--- config.mk ---
export PLATFORM = sky130hd
export DESIGN_NAME = flag_bus_ctl
export DESIGN_NICKNAME = d
export VERILOG_FILES = /design/src/rtl/flag_bus_pkg.sv /design/src/rtl/flag_rst_sync.sv /design/src/rtl/sel_decoder.sv /design/src/rtl/flag_store.sv /design/src/rtl/flag_bus_ctl.sv
export SDC_FILE = /design/constraint.sdc
export NUM_CORES = 1
export LEC_CHECK = 0
export BUFFER_PORTS_ARGS = -buffer_cell sky130_fd_sc_hd__buf_2
export CORE_MARGIN = 4
export CORE_UTILIZATION = 35
export CTS_CLUSTER_SIZE = 10
export DETAILED_ROUTE_END_ITERATION = 8
export PLACE_DENSITY = 0.79
export REMOVE_ABC_BUFFERS = 1
export SYNTH_ARGS = -nofsm -noshare
export SYNTH_HDL_FRONTEND = slang
export SYNTH_SLANG_ARGS = --single-unit
--- constraint.sdc ---
create_clock -name clk -period 0.8 [get_ports clk]
set_input_delay 0.04 -clock clk [delete_from_list [all_inputs] [get_ports clk]]
set_output_delay 0.04 -clock clk [all_outputs]
set_load 0.005 [all_outputs]
--- src/rtl/flag_bus_pkg.sv ---
package flag_bus_pkg;
  // Flag bit positions within the held vector
  localparam int FLG_CARRY = 3;
  localparam int FLG_ZERO  = 2;
  localparam int FLG_NEG   = 1;
  localparam int FLG_OVF   = 0;
  localparam int FLAG_N    = 4;

  typedef logic [FLAG_N-1:0] flag_vec_t;
endpackage

--- src/rtl/flag_rst_sync.sv ---
// Asynchronous assertion, release aligned to the falling edge used by the flag store.
module flag_rst_sync #(
  parameter int STAGES = 2
) (
  input  logic clk,
  input  logic rst_n,
  output logic rst_sync_n
);
  logic [STAGES-1:0] chain_q;
  logic [STAGES-1:0] chain_d;

  always_comb chain_d = {chain_q[STAGES-2:0], 1'b1};

  always_ff @(negedge clk or negedge rst_n) begin
    if (!rst_n) chain_q <= '0;
    else        chain_q <= chain_d;
  end

  assign rst_sync_n = chain_q[STAGES-1];
endmodule

--- src/rtl/sel_decoder.sv ---
// N-to-2^N decoder with active-low one-hot strobes; code 0 selects nothing.
module sel_decoder #(
  parameter int CODE_W = 3,
  localparam int LINES = 1 << CODE_W
) (
  input  logic [CODE_W-1:0] code,
  output logic [LINES-1:0]  sel_n,
  output logic [LINES-1:0]  lamp
);
  genvar i;
  generate
    for (i = 0; i < LINES; i++) begin : g_line
      if (i == 0) begin : g_none
        assign sel_n[i] = 1'b1;
      end else begin : g_sel
        localparam logic [CODE_W-1:0] K = i[CODE_W-1:0];
        assign sel_n[i] = (code != K);
      end
    end
  endgenerate

  assign lamp = ~sel_n;
endmodule

--- src/rtl/flag_store.sv ---
// Flag holding register, captured on the falling edge under an explicit enable.
module flag_store
  import flag_bus_pkg::*;
(
  input  logic      clk,
  input  logic      rst_sync_n,
  input  logic      cap_en,
  input  flag_vec_t flags_in,
  output flag_vec_t flags_q
);
  flag_vec_t flags_d;

  always_comb begin
    flags_d = flags_q;
    if (cap_en) flags_d = flags_in;
  end

  always_ff @(negedge clk or negedge rst_sync_n) begin
    if (!rst_sync_n) flags_q <= '0;
    else             flags_q <= flags_d;
  end
endmodule

--- src/rtl/flag_bus_ctl.sv ---
module flag_bus_ctl
  import flag_bus_pkg::*;
#(
  parameter int CODE_W      = 3,
  parameter int BUS_W       = 8,
  parameter int SRC_CODE    = 5,
  parameter int SYNC_STAGES = 2,
  localparam int LINES      = 1 << CODE_W,
  localparam int CTRL_W     = 2 * CODE_W
) (
  input  logic              clk,
  input  logic              rst_n,
  input  logic [CTRL_W-1:0] ctrl_word,
  input  logic              flag_load,
  input  logic [FLAG_N-1:0] alu_flags_in,
  output logic [LINES-1:0]  load_sel_n,
  output logic [LINES-1:0]  drive_sel_n,
  output logic [LINES-1:0]  load_lamp,
  output logic [LINES-1:0]  drive_lamp,
  output logic [FLAG_N-1:0] flags_q,
  output logic [BUS_W-1:0]  bus_out,
  output logic              bus_oe
);
  logic      rst_sync_n;
  flag_vec_t held;

  flag_rst_sync #(.STAGES(SYNC_STAGES)) u_rst (
    .clk(clk), .rst_n(rst_n), .rst_sync_n(rst_sync_n)
  );

  sel_decoder #(.CODE_W(CODE_W)) u_load_dec (
    .code(ctrl_word[CODE_W-1:0]), .sel_n(load_sel_n), .lamp(load_lamp)
  );

  sel_decoder #(.CODE_W(CODE_W)) u_drive_dec (
    .code(ctrl_word[CTRL_W-1:CODE_W]), .sel_n(drive_sel_n), .lamp(drive_lamp)
  );

  flag_store u_flags (
    .clk(clk), .rst_sync_n(rst_sync_n), .cap_en(flag_load),
    .flags_in(alu_flags_in), .flags_q(held)
  );

  // Bus read-back: the flag source follows its own drive strobe
  always_comb begin
    bus_oe  = !drive_sel_n[SRC_CODE];
    bus_out = '0;
    if (bus_oe) bus_out[FLAG_N-1:0] = held;
  end

  assign flags_q = held;
endmodule

==> results_dict.tcl <==
set metrics [dict create \
    ys_ff_latch 6 \
    drive_gt1_frac 0.605 \
    cts_root_buf "clkbuf_4" \
    min_path_type "reg -> async" \
    setup_viol 12 \
    tns_ns -4.78 \
    gp_congestion 0.688 \
    die_area_um2 2370 \
    max_stage_delay_ns 0.41 \
    p_per_area_nw_per_um2 1080 \
    coreArea_um2 1540 \
    fin_cells 130 \
    drtIter0Drc 8 \
    avgSynthCellArea_um2 9.84 \
    grt_pass1_wl_mm 2.46 \
    stdcell_area_um2 912 \
    synthCells 59 \
    p_clk_frac 0.273 \
    violations "negative setup slack" \
    r2r_start "u_flags.flags_q[2]" \
    ioPinCount 58 \
    path_class "reg -> out" \
    yosysWarnings 0 \
    io_buffers 49 \
    dp_slack_ns -0.342 \
    slowest_stage "dfrtn_1" \
    power_frac_comb 0.374 \
    nets 129 \
    crit_fanout 2 \
    p_seq_frac 0.354 \
    cts.clk_slew.worst_paths_ns 0.03 \
    first_global_vias 561 \
    viasPerCell 4.69 \
    cts_tree "built" \
    dp_cells 124 \
    fp.dieH_um 48.7 \
    clk_latency_ns 0.25 \
    synthToLayoutAreaGrowth_pct 57.1 \
    power_leakage_nw 0.511 \
    rsz0062_at_grt "yes" \
    drv_slew 0 \
    utilization 0.592 \
    route.detailed.drc 0 \
    peakVddDrop_v 0.000769 \
    fin_ws_ns -0.588 \
    routed_wl_mm 1.52 \
    outcome "complete, but fails checks" \
    clock_sinks 6 \
    reg2regPathDepth 3 \
    antenna_cells 0 \
    required_ns 0.76 \
    p_sw_mw 0.266 \
    grt_overflow 0 \
    drv_cap 0 \
    ys_types 15 \
    antenna_found_initial 0 \
    dp_hpwl_mm 1.16 \
    die_w_um 48.7 \
    path_cells "and4b_1 -> buf_2" \
    worst_path_dominant_cell_family "flip-flops" \
    cp-end-kind "output port" \
    grt_max_degree 15 \
    finalClockSkew_ns 0.000852 \
    total_power_mw 0.986 \
    hold-worst-slack_ns 0.00752 \
    initial_utilization 0.377 \
    drt_pass1_iterations 4 \
    final_cell_mix "45 x buf_2, 9 x conb_1, 7 x buf_4" \
    numCtsBuffers 3 \
    avgRoutedWirePerCell_um 11.7 \
    row_count 14 \
    startpoint_type "flip-flop" \
    num_vias 610 \
    ant_nets 0 \
    cts_max_path_buffers 2 \
    yosysSeqAreaShare 0.259 \
    mostFrequentLayoutCell "buf_2" \
    ctsHtreeMaxLevel 1 \
    grt_usage 0.124 \
    dpl_cell_area_um2 832 \
    syn_area_um2 581 \
    sw_frac_of_total 0.269 \
    worst-endpoint-arrival_ns 1.35 \
    ff2ff_setup_slack_ns -0.18 \
    path_buf_inv 1 \
    hold_viol 0 \
    r2r_end "u_flags.flags_q[2]" \
    internal_power_mw 0.720 \
]
## cells in the mapped netlist
cell type / count / area share
buf_4: 10 / 0.13
nand3b_1: 6 / 0.078
and3b_2: 2 / 0.034
buf_6: 2 / 0.039
nand3_1: 2 / 0.017
conb_1: 2 / 0.013
and4b_1: 4 / 0.069
or3b_1: 6 / 0.091
dfrtn_1: 6 / 0.26
mux2_2: 4 / 0.078
buf_2: 3 / 0.026
nor3b_1: 5 / 0.065
and3b_1: 4 / 0.060
nor3b_2: 1 / 0.022
and3_1: 2 / 0.022
## kinds of logic (layout without fill, tap and decap cells)
| kind of cell | count (synthesis) | in the layout | synth area share |
|---|---|---|---|
| flops | 6 | 6 | 0.259 |
| simple gates | 32 | 32 | 0.457 |
| other cells | 2 | 9 | 0.0129 |
| buf+inv | 15 | 63 | 0.194 |
| mux | 4 | 4 | 0.0776 |
## sequential cells by signal, indices dropped and copies added, names as in the netlist
register	flops
u_flags.flags_q	4
u_rst.chain_q	2
## power by group through the flow
stage | combinational [mW] | sequential, mW | clock [mW]
4_1_cts | 0.337 | 0.348 | 0.281
6_report | 0.368 | 0.349 | 0.269
2_1_floorplan | 0.0998 | 0.355 | 0
3_3_place_gp | 0.309 | 0.350 | 0
5_1_grt | 0.408 | 0.354 | 0.287
3_5_place_dp | 0.316 | 0.353 | 0
## worst max path at each step
stage	start	to	slack [ns]	cells past startpoint
floorplan	u_flags.flags_q[0]	bus_out[0]	-0.26	1
global placement	u_flags.flags_q[1]	bus_out[1]	-0.32	2
detailed placement	u_flags.flags_q[1]	bus_out[1]	-0.34	2
CTS	u_flags.flags_q[1]	bus_out[1]	-0.59	2
global route	u_flags.flags_q[1]	bus_out[1]	-0.63	2
finish	u_flags.flags_q[3]	bus_out[3]	-0.59	2
## routing by layer
metal / vias to the layer above / part of all wire / routed length, um / track usage
li1: 306 / - / - / -
met1: 261 / 0.36 / 547 / 0.139
met2: 43 / 0.48 / 729 / 0.209
met3: 0 / 0.16 / 239 / 0.0429
met4: 0 / 0 / 0 / 0.0538
met5: - / 0 / 0 / 0
## area by class of cell
cell class | count | area, um^2
Fill cell | 136 | 629
Timing Repair Buffer | 60 | 372
Multi-Input combinational cell | 45 | 348
Sequential cell | 6 | 150
Clock buffer | 3 | 22.5
Tap cell | 16 | 20.0
## repair_timing
item,CTS,global route
hold endpoints to repair,2,0
hold buffers,1,0
setup endpoints to repair,12,13
resized for setup,1,6
buffers inserted,1,1
pin swaps,2,0
(Power assumes the default switching activity.)
